`src/rtl/ll_dma_pkg.sv`:
```
package ll_dma_pkg;
   localparam int WORD_W      = 64;
   localparam int WORD_BYTES  = WORD_W / 8;
   localparam int ALIGN_BITS  = $clog2(WORD_BYTES);
   localparam int DESC_WORDS  = 5;
   localparam int IDX_W       = $clog2(DESC_WORDS);
   localparam int HALF_W      = WORD_W / 2;

   // Word slots inside one descriptor; the sequencer decodes these.
   localparam int SLOT_SRC  = 0;
   localparam int SLOT_DST  = 1;
   localparam int SLOT_ATTR = 2;
   localparam int SLOT_LINK = 3;
   localparam int SLOT_CNT  = 4;

   typedef logic [WORD_W-1:0] word_t;

   typedef enum logic [2:0] {
      ST_IDLE,
      ST_FETCH,
      ST_LOAD,
      ST_START,
      ST_WAIT,
      ST_CHECK
   } chain_st_e;
endpackage

```
`src/rtl/dma_desc_fetch.sv`:
```
module dma_desc_fetch
   import ll_dma_pkg::*;
#(
   parameter int ADDR_W = 64
) (
   input  logic                              clk,
   input  logic                              rst_n,
   input  logic                              launch_i,
   input  logic [ADDR_W-1:0]                 base_i,
   output logic                              rd_req_o,
   output logic [ADDR_W-1:0]                 rd_addr_o,
   input  logic                              rd_ack_i,
   input  word_t                             rd_data_i,
   input  logic                              rd_err_i,
   output logic [DESC_WORDS-1:0][WORD_W-1:0] words_o,
   output logic                              fetched_o,
   output logic                              fault_o
);
   localparam logic [IDX_W-1:0] LAST_IDX = IDX_W'(DESC_WORDS - 1);

   if (ADDR_W <= ALIGN_BITS || ADDR_W > WORD_W) begin : g_bad_addr_w
      $error("dma_desc_fetch: ADDR_W out of range");
   end

   logic              active_q;
   logic [IDX_W-1:0]  idx_q;
   logic [ADDR_W-1:0] base_q;
   logic              good_beat;

   assign good_beat = active_q && rd_ack_i && !rd_err_i;
   assign fetched_o = good_beat && (idx_q == LAST_IDX);
   assign fault_o   = active_q && rd_ack_i && rd_err_i;
   assign rd_req_o  = active_q;
   assign rd_addr_o = base_q + (ADDR_W'(idx_q) << ALIGN_BITS);

   always_ff @(posedge clk or negedge rst_n) begin
      if (!rst_n) begin
         active_q <= 1'b0;
         idx_q    <= '0;
         base_q   <= '0;
      end else if (launch_i) begin
         active_q <= 1'b1;
         idx_q    <= '0;
         base_q   <= base_i;
      end else if (fault_o || fetched_o) begin
         active_q <= 1'b0;
      end else if (good_beat) begin
         idx_q <= idx_q + 1'b1;
      end
   end

   for (genvar k = 0; k < DESC_WORDS; k++) begin : g_slot
      always_ff @(posedge clk or negedge rst_n) begin
         if (!rst_n)
            words_o[k] <= '0;
         else if (good_beat && idx_q == IDX_W'(k))
            words_o[k] <= rd_data_i;
      end
   end
endmodule

```
`src/rtl/dma_chan_regs.sv`:
```
module dma_chan_regs
   import ll_dma_pkg::*;
#(
   parameter int ADDR_W = 64
) (
   input  logic                              clk,
   input  logic                              rst_n,
   input  logic                              load_i,
   input  logic [DESC_WORDS-1:0][WORD_W-1:0] words_i,
   output word_t                             src_o,
   output word_t                             dst_o,
   output logic [HALF_W-1:0]                 src_attr_o,
   output logic [HALF_W-1:0]                 dst_attr_o,
   output logic [HALF_W-1:0]                 cnt_o,
   output logic [HALF_W-1:0]                 bcast_o,
   output logic [ADDR_W-1:0]                 next_addr_o,
   output logic                              last_o,
   output logic                              cnt_zero_o
);
   word_t link_q;

   always_ff @(posedge clk or negedge rst_n) begin
      if (!rst_n) begin
         src_o      <= '0;
         dst_o      <= '0;
         src_attr_o <= '0;
         dst_attr_o <= '0;
         cnt_o      <= '0;
         bcast_o    <= '0;
         link_q     <= '0;
      end else if (load_i) begin
         src_o      <= words_i[SLOT_SRC];
         dst_o      <= words_i[SLOT_DST];
         src_attr_o <= words_i[SLOT_ATTR][WORD_W-1:HALF_W];
         dst_attr_o <= words_i[SLOT_ATTR][HALF_W-1:0];
         cnt_o      <= words_i[SLOT_CNT][WORD_W-1:HALF_W];
         bcast_o    <= words_i[SLOT_CNT][HALF_W-1:0];
         link_q     <= words_i[SLOT_LINK];
      end
   end

   assign last_o      = link_q[0];
   assign cnt_zero_o  = (cnt_o == '0);
   assign next_addr_o = {link_q[ADDR_W-1:ALIGN_BITS], {ALIGN_BITS{1'b0}}};
endmodule

```
`src/rtl/dma_chain_ctl.sv`:
```
module dma_chain_ctl
   import ll_dma_pkg::*;
#(
   parameter int ADDR_W = 64
) (
   input  logic              clk,
   input  logic              rst_n,
   input  logic              go_i,
   input  logic [ADDR_W-1:0] head_addr_i,
   output logic              launch_o,
   output logic [ADDR_W-1:0] launch_addr_o,
   input  logic              fetched_i,
   input  logic              fault_i,
   output logic              load_o,
   input  logic              cnt_zero_i,
   input  logic              last_i,
   input  logic [ADDR_W-1:0] next_addr_i,
   output logic              xfer_start_o,
   input  logic              xfer_done_i,
   input  logic              xfer_err_i,
   output logic              busy_o,
   output logic              done_o,
   output logic              err_o,
   output logic              irq_o
);
   chain_st_e st_q, st_d;
   logic      head_bad;
   logic      finish;

   assign head_bad = (head_addr_i[ALIGN_BITS-1:0] != '0);
   assign finish   = (st_q == ST_CHECK) && last_i;

   always_comb begin
      st_d          = st_q;
      launch_o      = 1'b0;
      launch_addr_o = head_addr_i;
      load_o        = 1'b0;
      xfer_start_o  = 1'b0;
      unique case (st_q)
         ST_IDLE: if (go_i && !head_bad) begin
            launch_o = 1'b1;
            st_d     = ST_FETCH;
         end
         ST_FETCH: begin
            if (fault_i)        st_d = ST_IDLE;
            else if (fetched_i) st_d = ST_LOAD;
         end
         ST_LOAD: begin
            load_o = 1'b1;
            st_d   = ST_START;
         end
         ST_START: begin
            if (cnt_zero_i) st_d = ST_CHECK;
            else begin
               xfer_start_o = 1'b1;
               st_d         = ST_WAIT;
            end
         end
         ST_WAIT: begin
            if (xfer_err_i)       st_d = ST_IDLE;
            else if (xfer_done_i) st_d = ST_CHECK;
         end
         ST_CHECK: begin
            if (last_i) st_d = ST_IDLE;
            else begin
               launch_o      = 1'b1;
               launch_addr_o = next_addr_i;
               st_d          = ST_FETCH;
            end
         end
         default: st_d = ST_IDLE;
      endcase
   end

   always_ff @(posedge clk or negedge rst_n) begin
      if (!rst_n) begin
         st_q   <= ST_IDLE;
         done_o <= 1'b0;
         err_o  <= 1'b0;
         irq_o  <= 1'b0;
      end else begin
         st_q  <= st_d;
         irq_o <= finish;
         if (st_q == ST_IDLE && go_i) begin
            done_o <= 1'b0;
            err_o  <= head_bad;
         end else if ((st_q == ST_FETCH && fault_i) ||
                      (st_q == ST_WAIT && xfer_err_i)) begin
            err_o <= 1'b1;
         end else if (finish) begin
            done_o <= 1'b1;
         end
      end
   end

   assign busy_o = (st_q != ST_IDLE);
endmodule

```
`src/rtl/ll_dma_seq.sv`:
```
module ll_dma_seq
   import ll_dma_pkg::*;
#(
   parameter int ADDR_W = 64
) (
   input  logic              clk,
   input  logic              rst_n,
   input  logic              go_i,
   input  logic [ADDR_W-1:0] head_addr_i,
   output logic              busy_o,
   output logic              done_o,
   output logic              err_o,
   output logic              irq_o,
   output logic              rd_req_o,
   output logic [ADDR_W-1:0] rd_addr_o,
   input  logic              rd_ack_i,
   input  logic [63:0]       rd_data_i,
   input  logic              rd_err_i,
   output logic              xfer_start_o,
   output logic [63:0]       xfer_src_o,
   output logic [63:0]       xfer_dst_o,
   output logic [31:0]       xfer_src_attr_o,
   output logic [31:0]       xfer_dst_attr_o,
   output logic [31:0]       xfer_cnt_o,
   output logic [31:0]       xfer_bcast_o,
   input  logic              xfer_done_i,
   input  logic              xfer_err_i
);
   if (WORD_W != 64) begin : g_bad_word
      $error("ll_dma_seq: port widths assume 64-bit descriptor words");
   end

   logic                              launch;
   logic [ADDR_W-1:0]                 launch_addr;
   logic [DESC_WORDS-1:0][WORD_W-1:0] words;
   logic                              fetched, fault, load;
   logic                              cnt_zero, last;
   logic [ADDR_W-1:0]                 next_addr;

   dma_desc_fetch #(.ADDR_W(ADDR_W)) u_fetch (
      .clk(clk), .rst_n(rst_n),
      .launch_i(launch), .base_i(launch_addr),
      .rd_req_o(rd_req_o), .rd_addr_o(rd_addr_o),
      .rd_ack_i(rd_ack_i), .rd_data_i(rd_data_i), .rd_err_i(rd_err_i),
      .words_o(words), .fetched_o(fetched), .fault_o(fault)
   );

   dma_chan_regs #(.ADDR_W(ADDR_W)) u_regs (
      .clk(clk), .rst_n(rst_n),
      .load_i(load), .words_i(words),
      .src_o(xfer_src_o), .dst_o(xfer_dst_o),
      .src_attr_o(xfer_src_attr_o), .dst_attr_o(xfer_dst_attr_o),
      .cnt_o(xfer_cnt_o), .bcast_o(xfer_bcast_o),
      .next_addr_o(next_addr), .last_o(last), .cnt_zero_o(cnt_zero)
   );

   dma_chain_ctl #(.ADDR_W(ADDR_W)) u_ctl (
      .clk(clk), .rst_n(rst_n),
      .go_i(go_i), .head_addr_i(head_addr_i),
      .launch_o(launch), .launch_addr_o(launch_addr),
      .fetched_i(fetched), .fault_i(fault), .load_o(load),
      .cnt_zero_i(cnt_zero), .last_i(last), .next_addr_i(next_addr),
      .xfer_start_o(xfer_start_o), .xfer_done_i(xfer_done_i), .xfer_err_i(xfer_err_i),
      .busy_o(busy_o), .done_o(done_o), .err_o(err_o), .irq_o(irq_o)
   );
endmodule

```
`config.mk`:
```
export PLATFORM = sky130hd
export DESIGN_NAME = ll_dma_seq
export DESIGN_NICKNAME = d
export VERILOG_FILES = /design/src/rtl/ll_dma_pkg.sv /design/src/rtl/dma_desc_fetch.sv /design/src/rtl/dma_chan_regs.sv /design/src/rtl/dma_chain_ctl.sv /design/src/rtl/ll_dma_seq.sv
export SDC_FILE = /design/constraint.sdc
export NUM_CORES = 1
export LEC_CHECK = 0
export BUFFER_PORTS_ARGS = -buffer_cell sky130_fd_sc_hd__clkbuf_2
export CAP_MARGIN = 20
export CORE_MARGIN = 1.5
export CORE_UTILIZATION = 25
export DETAILED_ROUTE_END_ITERATION = 16
export GPL_ROUTABILITY_DRIVEN = 0
export GPL_TIMING_DRIVEN = 0
export PLACE_DENSITY = 0.45
export SYNTH_ARGS = -nofsm -noshare
export SYNTH_HDL_FRONTEND = slang
export SYNTH_HIERARCHICAL = 1
export SYNTH_SLANG_ARGS = --single-unit
```
`constraint.sdc`:
```
create_clock -name clk -period 6.1 [get_ports clk]
set_clock_uncertainty 0.15 [all_clocks]
set_input_delay 0 -clock clk [delete_from_list [all_inputs] [get_ports clk]]
set_output_delay 0 -clock clk [all_outputs]
set_load 0.005 [all_outputs]
```
Word-level counts from Yosys, hierarchy flattened --
Cells that the tools add are included.
Storage, ports and cells: register bits after elaboration 714, input port bits 135, output and inout bits 326, logic and storage cells 90
Cells by class: add/sub/neg operators 2, eq/ne operators 14, multiplexer cells 26, reductions and logical operators 29
Operator list (count):
- 64-bit two-way mux | 2
- 64-bit by 6-bit adder with 64-bit output | 1
- 32-bit zero test | 1
- 3-bit two-way mux | 8
- 3-bit case mux with 6 select lines | 1
- 1-bit two-way mux | 14
- 1-bit logical AND | 13
- 3-bit by 2-bit equality test with 1-bit output, second input constant | 4
- 3-bit equality test, second input constant | 3
- 2-bit nonzero test | 4
- 3-bit by 1-bit equality test with 1-bit output, second input constant | 2
- 3-bit zero test | 2
- 3-bit nonzero test | 2
- 2-bit by 1-bit != test with 1-bit output, second input constant | 2
- 2-bit AND reduction | 2
- 3-bit by 1-bit adder with 3-bit output, second input constant | 1
- 3-bit by 2-bit != test with 1-bit output, second input constant | 1
- 3-bit != test, second input constant | 1
- 3-bit AND reduction | 1
- 1-bit zero test | 2
- 1-bit logical OR | 2
- 2-bit != test, second input constant | 1
- 1-bit case mux with 2 select lines | 1

Depth between registers and ports, before layout --
Gate-level depths: netlist of run 1.
depth after elaboration 7, gate-level depth with buffers 11, depth with buffers taken out 7

Modules after synthesis --
The synthesis of run 1 kept the hierarchy.
By module, submodules not included:
- dma_desc_fetch | instances 1, cells each 1185, area an instance 15737.6 µm², seq. area each 9709.3 µm²
- dma_chan_regs | instances 1, cells each 686, area an instance 12255.5 µm², seq. area each 7957.6 µm²
- dma_chain_ctl | instances 1, cells each 113, area an instance 1182.4 µm², seq. area each 150.1 µm²

Least setup slack after synthesis of run 1 --
Ideal clock, no wire load.
kind reg2reg, start register u_ctl.st_q[1], end register u_fetch.base_q[18], setup time 0.133 ns, arrival 1.979 ns, required time 5.817 ns, setup slack 3.839 ns, stages on the path, launching flop included 10, path buffers 6, period minus slack after synthesis 2.261 ns, path through dfrtp_1 -> buf_2 -> nor3_4 -> buf_6 -> buf_8 -> a21o_1 -> clkbuf_1 -> clkbuf_1 -> clkbuf_1 -> o21ai_0
Between the ends: word-level cells in the longest chain between the ends 2, elaborated cells on any way between the ends 4, classes of those cells eq/ne (1); mux (2); reduce/logical (1)
RTL lines:
- start: declaration | RTL line dma_chain_ctl.sv:26 | chain_st_e st_q, st_d;
- start signal: assignment | RTL line dma_chain_ctl.sv:82 | st_q <= st_d;
- 3-bit equality test / 3-bit zero test (equally long branches) | RTL line dma_chain_ctl.sv:39 | unique case (st_q)
- 1-bit case mux with 2 select lines (*) | RTL line dma_chain_ctl.sv:39
- via launch | RTL line ll_dma_seq.sv:33 | logic launch;
- end signal: assignment | RTL line dma_desc_fetch.sv:44 | base_q <= base_i;
- end: declaration | RTL line dma_desc_fetch.sv:27 | logic [ADDR_W-1:0] base_q;
The timed path passes the listed nets; every way through them passes the cells marked *. A chain may end at the register's enable or synchronous reset.

Worst setup path in the final report of run 1 --
start register u_fetch.idx_q[2], end output port rd_addr_o[62]
Between the ends: word-level cells in the longest chain between the ends 1
RTL lines:
- start: declaration | RTL line dma_desc_fetch.sv:26 | logic [IDX_W-1:0] idx_q;
- start signal: assignment | RTL line dma_desc_fetch.sv:48 | idx_q <= idx_q + 1'b1;
- 64-bit by 6-bit adder with 64-bit output | RTL line dma_desc_fetch.sv:34 | assign rd_addr_o = base_q + (ADDR_W'(idx_q) << ALIGN_BITS);
- end: declaration | RTL line ll_dma_seq.sv:15 | output logic [ADDR_W-1:0] rd_addr_o,
No other way between the ends.

==> flow_summary.json, run 1 <==
{
  "clk_latency_ns": 0.64,
  "fin_crit_ns": 3.92,
  "routed_wl_mm": 93.8,
  "cts_resized": 0,
  "nets": 2831,
  "slew_violations": 0,
  "area_growth_pct": 30.3,
  "drc_errors": 0,
  "coreArea_mm2": 0.115,
  "path_delay_family": "compound AO/OA/AOI/OAI gates",
  "grt_start_max_net_pins": 112,
  "setup_viol": 0,
  "crit_top_cell": "a21oi_1",
  "cp_slowest_cell": "a21oi_1",
  "cts_hold_buf": 148,
  "rows": 124,
  "root_buffer": "clkbuf_16",
  "worst-setup-path-type": "flip-flop to output port",
  "vias_per_cell": 4.33,
  "io_buffers": 460,
  "die_area_mm2": 0.118,
  "antenna_found_initial": 14,
  "rr_worst_depth": 10,
  "design_area_mm2": 0.0379,
  "cp-start-kind": "flip-flop",
  "hold_viol": 0,
  "track_usage": 0.158,
  "power_density_mw_per_mm2": 364,
  "pin_count": 461,
  "hpwl_mm": 68.9,
  "grt.overflow.total": 0,
  "tns_ns": 0,
  "cts.clk_slew.worst_paths_ns": 0.06,
  "min_from": "rd_data_i[44]",
  "finalCritPeriodShare": 0.643,
  "routedWlPerCell_um": 21.9,
  "dieWidth_um": 344,
  "rsz0062_at_grt": "false",
  "layout-drive-gt1-share": 0.485,
  "slew_headroom": 0.270,
  "ir_worst_vdd_uv": 221,
  "clock_sinks": 710,
  "holdPathEnd": "u_fetch/words_o[300]",
  "tightest_slew_ns": 1.09,
  "max_stage_delay_ns": 0.70,
  "dr_total_vias": 18500,
  "hold_path_depth": 4,
  "clock_path_buffers": 3,
  "synth_cells": 1980,
  "ys_warn_count": 6,
  "placed_area_mm2": 0.0335,
  "cp_cell_sequence": "ha_1 > a21oi_1 > a21oi_1 > nand4_2 > buf_2 > nor3_1 > xnor2_1 > clkbuf_2",
  "path_max_fanout": 10,
  "outcome": "finished clean",
  "start_util": 0.253,
  "htree_levels": 3,
  "cts_setup_buffers": 0,
  "grt_pass1_vias": 20000,
  "clock.fmax_mhz": 255,
  "antenna_left": 0,
  "cts_buffers": 86,
  "synth.avg_cell_area_um2": 14.7,
  "fp.dieH_um": 344,
  "cp-end-kind": "output port",
  "crit_buf_inv": 2,
  "cts_tree": "built",
  "hp-class": "input port to flip-flop",
  "netlist_area_mm2": 0.0291,
  "p_leak_nw": 19.0,
  "reg2reg_to": "u_fetch/base_q[57]",
  "required_ns": 5.95,
  "rrSetupSlack_ns": 2.29,
  "drt_iter0_markers": 782,
  "r2r_start": "u_ctl/st_q[1]",
  "grt_pass1_wl_mm": 137,
  "drt_first_pass_iters": 5,
  "max-cap-violations": 0,
  "arrival_ns": 3.77
}
## sequential cells by signal, summed over array words and instances (netlist names)
name               count
u_ctl/done_o           1
u_ctl/err_o            1
u_ctl/irq_o            1
u_ctl/st_q             3
u_fetch/base_q        64
u_fetch/idx_q          3
u_fetch/rd_req_o       1
u_fetch/words_o      318
u_regs/bcast_o        32
u_regs/cnt_o          32
u_regs/dst_attr_o     32
u_regs/dst_o          64
u_regs/link_q         62
u_regs/src_attr_o     32
u_regs/src_o          64
## layout by cell type, fill, tap and decap left out, drive strengths merged, types with 4 or more instances in the layout
| cell | n |
|---|---|
| nand3 | 23 |
| a21oi | 7 |
| bufinv | 6 |
| mux2 | 690 |
| dfrtp | 710 |
| diode | 12 |
| ha | 8 |
| o21ai | 11 |
| xor2 | 31 |
| clkinv | 17 |
| nand2 | 237 |
| nor3 | 24 |
| buf | 64 |
| nand2b | 4 |
| nand4 | 18 |
| xnor2 | 29 |
| nor4 | 19 |
| nor2 | 27 |
| dlygate4sd3 | 147 |
| inv | 23 |
| clkbuf | 629 |
## layer usage
metal,GRT usage,share of wire
met5,0,0.00022
met1,0.214,0.46
met2,0.245,0.46
met4,0.0471,0.026
met3,0.0440,0.062
## final cells by class
class | instances | area (µm²)
timing repair buffer | 617 | 4020
buffer | 99 | 596
antenna | 12 | 30.0
tap | 1512 | 1890
clock buffer | 124 | 2530
multi-input combinational | 1154 | 10700
fill | 11500 | 76900
inverter | 19 | 71.3
clock inverter | 29 | 329
sequential | 710 | 17800
## stage by stage
stage	utilization	std cells	setup slack [ns]	hold slack (ns)	total power, mW
finish	0.330	4276	2.18	0.0627	13.8
floorplan	-	1982	3.84	-0.446	7.50
global placement	0.290	3954	-12.07	0.143	8.53
detailed placement	0.292	3962	2.04	-0.125	8.65
CTS	0.330	4263	1.99	0.00117	14.1
global route	0.330	4270	1.85	0.0424	14.6
## where the power goes
part / internal, mW / switching (mW)
combinational: 1.19 / 1.09
clock: 3.13 / 2.04
sequential: 5.68 / 0.670
## how the worst max path moves through the flow
stage / from / endpoint / slack, ns / cells after the start
finish: u_fetch/idx_q[2] / rd_addr_o[62] / 2.18 / 8
global route: u_fetch/idx_q[2] / rd_addr_o[42] / 1.85 / 8
CTS: u_fetch/idx_q[2] / rd_addr_o[42] / 1.99 / 8
detailed placement: u_ctl/st_q[1] / u_fetch/base_q[40] / 2.04 / 9
global placement: rst_n / u_regs/src_o[47] / -12.07 / 1
floorplan: u_ctl/st_q[1] / u_fetch/base_q[18] / 3.84 / 9
## worst min-delay path: stages
cell and delay [ns]:
dlygate4sd3_1 0.52, clkbuf_2 0.18, nand2_1 0.06, nand2_1 0.06
Note: power is estimated with default switching activity, not from simulation.
==> run 2, diff against run 1 <==
--- a/config.mk
+++ b/config.mk
@@ -12,7 +12,7 @@
 export DETAILED_ROUTE_END_ITERATION = 16
 export GPL_ROUTABILITY_DRIVEN = 0
 export GPL_TIMING_DRIVEN = 0
-export PLACE_DENSITY = 0.45
+export PLACE_DENSITY = 0.46
 export SYNTH_ARGS = -nofsm -noshare
 export SYNTH_HDL_FRONTEND = slang
 export SYNTH_HIERARCHICAL = 1
==> constraint.sdc (replaced) <==
create_clock -name clk -period 3.5 [get_ports clk]
set_clock_uncertainty 0.15 [all_clocks]
set_input_delay 0 -clock clk [delete_from_list [all_inputs] [get_ports clk]]
set_output_delay 0 -clock clk [all_outputs]
set_load 0.005 [all_outputs]
==> flow_summary.json, run 2 (same netlist as run 1, synthesis figures left out) <==
{
  "antenna_left": 0,
  "hold_viol": 0,
  "slew_violations": 0,
  "grt.overflow.total": 0,
  "drc_errors": 0,
  "ir_worst_vdd_uv": 353,
  "mostFrequentLayoutCells": "710 x dfrtp_1, 552 x mux2_2, 462 x clkbuf_2, 235 x nand2_1, 144 x dlygate4sd3_1",
  "fin_hold_ws_ns": 0.0514,
  "fin_crit_ns": 3.32,
  "cts_buffers": 85,
  "worst-setup-path-type": "flip-flop to output port",
  "power_density_mw_per_mm2": 632,
  "vias_per_cell": 4.32,
  "pre_cts_slack_ns": -0.624,
  "holdPathEnd": "u_fetch/words_o[315]",
  "hpwl_mm": 69.1,
  "cts_tree": "built",
  "p_int_mw": 17.4,
  "cts.clk_slew.worst_paths_ns": 0.06,
  "tightest_slew_ns": 1.11,
  "slew_headroom": 0.259,
  "rows": 124,
  "n_fill_cell": 11500,
  "track_usage": 0.158,
  "sw_frac_of_total": 0.278,
  "largest_reg_flops": 318,
  "switchingPower_mw": 6.67,
  "final_core_util": 0.331,
  "antenna_found_initial": 17,
  "layout-drive-gt1-share": 0.488,
  "fp.dieH_um": 344,
  "max-cap-violations": 0,
  "seqPwrFrac": 0.461,
  "pin_count": 461,
  "max_stage_delay_ns": 0.42,
  "drt_iter0_markers": 796,
  "cp-start-kind": "flip-flop",
  "outcome": "finished clean",
  "start_util": 0.253,
  "cp_cell_sequence": "ha_1 > fa_1 > a21oi_2 > nor4_4 > buf_4 > nand4_2 > nor3_1 > xor2_1 > clkbuf_2",
  "rrSetupSlack_ns": 0.28,
  "cp-end-kind": "output port",
  "die_area_mm2": 0.118,
  "top_register": "u_fetch/words_o",
  "p_leak_nw": 19.1,
  "htree_levels": 3,
  "rr_worst_depth": 8,
  "stdcell_count": 4278,
  "clock_sinks": 710,
  "grt_pass1_vias": 19900,
  "dieWidth_um": 344,
  "root_buffer": "clkbuf_16",
  "final_common_cell": "dfrtp_1",
  "routed_wl_mm": 93.9,
  "p_clk_frac": 0.374,
  "critPathLaunch": "u_fetch/idx_q[0]",
  "nets": 2832,
  "hp-class": "input port to flip-flop",
  "path_max_fanout": 6,
  "dp_cells": 3964,
  "clock_path_buffers": 3,
  "setup_slack_ns": 0.184,
  "reg2reg_to": "u_fetch/base_q[50]",
  "area_growth_pct": 30.6,
  "min_from": "rd_data_i[59]",
  "finalCritPeriodShare": 0.948,
  "arrival_ns": 3.17,
  "routedWlPerCell_um": 22.0,
  "r2r_start": "u_ctl/st_q[1]",
  "dr_total_vias": 18500,
  "grt_start_max_net_pins": 114,
  "required_ns": 3.35,
  "cp_slowest_cell": "dfrtp_1",
  "clk_latency_ns": 0.64,
  "coreArea_mm2": 0.115,
  "drt_first_pass_iters": 5,
  "io_buffers": 460,
  "grt_pass1_wl_mm": 138,
  "comb_power_share": 0.165,
  "hold_path_depth": 4,
  "clock.fmax_mhz": 302,
  "setup_viol": 0
}
-- run 2: what timing repair did --
action | 4_1_cts | 5_1_grt
hold buffers | 145 | 0
endpoints found under the setup margin | 58 | 9
pin swaps | 3 | 1
gates resized for setup | 11 | 2
setup buffers | 4 | 1
endpoints found under the hold margin | 793 | 0
-- run 2: worst max path at each step --
stage | slack [ns] | endpoint | cells past startpoint
after global placement | -14.52 | u_fetch/words_o[110] | 1
after floorplan | 1.24 | u_fetch/base_q[18] | 9
after global routing | -0.00004 | u_fetch/base_q[62] | 8
final | 0.18 | rd_addr_o[49] | 9
after detailed placement | -0.62 | u_fetch/base_q[40] | 9
after CTS | 0.07 | rd_addr_o[62] | 8
-- run 2: layer usage --
| metal | vias up | routed length (µm) | global-route usage |
|---|---|---|---|
| met2 | 466 | 43600 | 0.252 |
| met1 | 9533 | 41400 | 0.206 |
| li1 | 8329 | - | - |
| met4 | 8 | 2060 | 0.0446 |
| met3 | 128 | 6790 | 0.0492 |
| met5 | - | 38 | 0 |
-- run 2: metrics by stage --
| step | power (mW) | TNS, ns | instance area, µm² |
|---|---|---|---|
| 2_1_floorplan | 13.1 | 0 | 29100 |
| 3_3_place_gp | 14.9 | - | 33300 |
| 3_5_place_dp | 15.1 | -6.90 | 33600 |
| 4_1_cts | 24.5 | 0 | 38000 |
| 5_1_grt | 25.4 | -0.0000386 | 38000 |
| 6_report | 24.0 | 0 | 38000 |
-- run 2: final cells by class --
| class | instances | area, µm² | share of cell area |
|---|---|---|---|
| Sequential cell | 710 | 17800 | 0.467 |
| Multi-Input combinational cell | 1154 | 10800 | 0.283 |
| Timing Repair Buffer | 620 | 4070 | 0.107 |
| Clock buffer | 127 | 2500 | 0.0657 |
| Tap cell | 1512 | 1890 | 0.0498 |
| Buffer | 98 | 593 | 0.0156 |
| Clock inverter | 28 | 338 | 0.00889 |
| Inverter | 19 | 71.3 | 0.00188 |
| Antenna cell | 10 | 25.0 | 0.000658 |
-- run 2: critical path: cells and delay by family (launching register included) --
kind | cells | cell delay (ns)
xor gates and xnor gates | 1 | 0.17
DFF | 1 | 0.42
AOI/OAI and AO/OA | 1 | 0.13
and+or+nand+nor | 3 | 0.97
adders and majority gates | 2 | 0.45
buffers and inverters | 2 | 0.37
-- run 2: power groups by stage --
stage / Clock [mW] / Combinational, mW / Sequential, mW
final: 8.98 / 3.98 / 11.1
after global routing: 9.64 / 4.42 / 11.3
after CTS: 9.33 / 4.04 / 11.1
after detailed placement: 0 / 3.84 / 11.2
after global placement: 0 / 3.68 / 11.2
after floorplan: 0 / 2.27 / 10.8
==> run 3, diff against run 2 <==
--- a/config.mk
+++ b/config.mk
@@ -7,12 +7,14 @@
 export LEC_CHECK = 0
 export BUFFER_PORTS_ARGS = -buffer_cell sky130_fd_sc_hd__clkbuf_2
 export CAP_MARGIN = 20
+export CELL_PAD_IN_SITES_DETAIL_PLACEMENT = 1
+export CELL_PAD_IN_SITES_GLOBAL_PLACEMENT = 1
 export CORE_MARGIN = 1.5
 export CORE_UTILIZATION = 25
 export DETAILED_ROUTE_END_ITERATION = 16
 export GPL_ROUTABILITY_DRIVEN = 0
 export GPL_TIMING_DRIVEN = 0
-export PLACE_DENSITY = 0.46
+export PLACE_DENSITY = 0.53
 export SYNTH_ARGS = -nofsm -noshare
 export SYNTH_HDL_FRONTEND = slang
 export SYNTH_HIERARCHICAL = 1
==> flow_summary.json, run 3 (same netlist as run 1, synthesis figures left out) <==
{
  "arrival_ns": 3.11,
  "pin_count": 461,
  "stdcell_count": 4294,
  "grt_start_max_net_pins": 108,
  "p_leak_nw": 19.2,
  "grt.overflow.total": 0,
  "coreArea_mm2": 0.115,
  "max-cap-violations": 0,
  "rr_worst_depth": 8,
  "fin_hold_ws_ns": 0.0423,
  "dr_total_vias": 18600,
  "finalCritPeriodShare": 0.933,
  "antenna_left": 0,
  "slew_violations": 0,
  "clk_latency_ns": 0.66,
  "largest_reg_flops": 318,
  "reg2reg_to": "u_fetch/base_q[50]",
  "cp-end-kind": "output port",
  "dieWidth_um": 344,
  "power_density_mw_per_mm2": 639,
  "slew_headroom": 0.268,
  "required_ns": 3.35,
  "htree_levels": 3,
  "dp_cells": 3962,
  "top_register": "u_fetch/words_o",
  "critPathLaunch": "u_fetch/idx_q[0]",
  "root_buffer": "clkbuf_16",
  "p_total_mw": 24.4,
  "rows": 124,
  "hold_viol": 0,
  "clock_path_buffers": 3,
  "cts_buffers": 87,
  "ir_worst_vdd_uv": 319,
  "mostFrequentLayoutCells": "710 x dfrtp_1, 552 x mux2_2, 464 x clkbuf_2, 234 x nand2_1, 154 x dlygate4sd3_1",
  "antenna_found_initial": 23,
  "drt_iter0_markers": 595,
  "cts.clk_slew.worst_paths_ns": 0.06,
  "drt_first_pass_iters": 4,
  "routed_wl_mm": 96.8,
  "rrSetupSlack_ns": 0.24,
  "clock.fmax_mhz": 306,
  "die_area_mm2": 0.118,
  "r2r_start": "u_ctl/st_q[1]",
  "vias_per_cell": 4.33,
  "worst-setup-path-type": "flip-flop to output port",
  "placed_area_mm2": 0.0335,
  "io_buffers": 460,
  "track_usage": 0.164,
  "nets": 2845,
  "grt_pass1_vias": 21000,
  "path_max_fanout": 4,
  "outcome": "finished clean",
  "fp.dieH_um": 344,
  "setup_viol": 0,
  "tightest_slew_ns": 1.10,
  "cp-start-kind": "flip-flop",
  "clock_sinks": 710,
  "routedWlPerCell_um": 22.5,
  "drc_errors": 0,
  "area_growth_pct": 31.3,
  "hp-class": "input port to flip-flop",
  "fin_crit_ns": 3.26,
  "final_common_cell": "dfrtp_1",
  "design_area_mm2": 0.0382,
  "start_util": 0.253,
  "final_core_util": 0.333,
  "cts_tree": "built",
  "worstSetupEndpoint": "rd_addr_o[37]",
  "hpwl_mm": 71.2,
  "grt_pass1_wl_mm": 143,
  "rsz0062_at_grt": "false",
  "layout-drive-gt1-share": 0.489
}
-- run 3: routing by layer --
| metal | global-route usage | share of wire | vias to the layer above |
|---|---|---|---|
| met5 | 0 | 0.00071 | - |
| met4 | 0.0453 | 0.020 | 12 |
| met3 | 0.0454 | 0.066 | 124 |
| met2 | 0.267 | 0.47 | 417 |
| met1 | 0.214 | 0.44 | 9717 |
| li1 | - | - | 8322 |
-- run 3: worst min-delay path by stage --
stage / start / end / slack (ns) / cells past startpoint
floorplan: rst_n / u_ctl/done_o / -0.45 / 0
global placement: rd_data_i[1] / u_fetch/words_o[257] / 0.14 / 3
detailed placement: rst_n / u_regs/src_o[12] / -0.07 / 1
CTS: rd_data_i[38] / u_fetch/words_o[166] / 0.001 / 3
global route: rd_data_i[53] / u_fetch/words_o[309] / 0.05 / 4
finish: rd_data_i[28] / u_fetch/words_o[284] / 0.04 / 4
-- run 3: area by class of cell --
class | count | area [µm²]
Fill cell | 12300 | 76600
Sequential cell | 710 | 17800
Multi-Input combinational cell | 1154 | 10800
Timing Repair Buffer | 631 | 4140
Clock buffer | 133 | 2660
Tap cell | 1512 | 1890
Buffer | 98 | 596
Clock inverter | 23 | 302
Inverter | 19 | 71.3
Antenna cell | 14 | 35.0
-- run 3: worst max-delay path: stages, from the launching register on --
cell	delay (ns)
dfrtp_1	0.40
ha_1	0.21
fa_1	0.25
a21oi_2	0.14
nor4_4	0.27
buf_4	0.22
nand3_4	0.07
buf_4	0.18
or4_4	0.43
xnor2_2	0.13
clkbuf_2	0.16
-- run 3: power by group --
group / internal (mW) / switching [mW]
Clock: 5.67 / 3.62
Sequential: 9.90 / 1.20
Combinational: 2.09 / 1.94
Total: 17.7 / 6.75
-- run 3: through the flow --
stage	setup TNS (ns)	setup slack [ns]
3_3_place_gp	-	-14.60
2_1_floorplan	0	1.24
4_1_cts	0	0.0751
3_5_place_dp	-6.42	-0.543
6_report	0	0.236
5_1_grt	0	0.00407
-- run 3: timing repair --
item                                    4_1_cts  5_1_grt
endpoints found under the hold margin       808        0
hold buffers                                155        0
endpoints found under the setup margin       53       10
pin swaps                                     4        1
gates resized for setup                      10        6
setup buffers                                 7        1
gates cloned                                  0        0
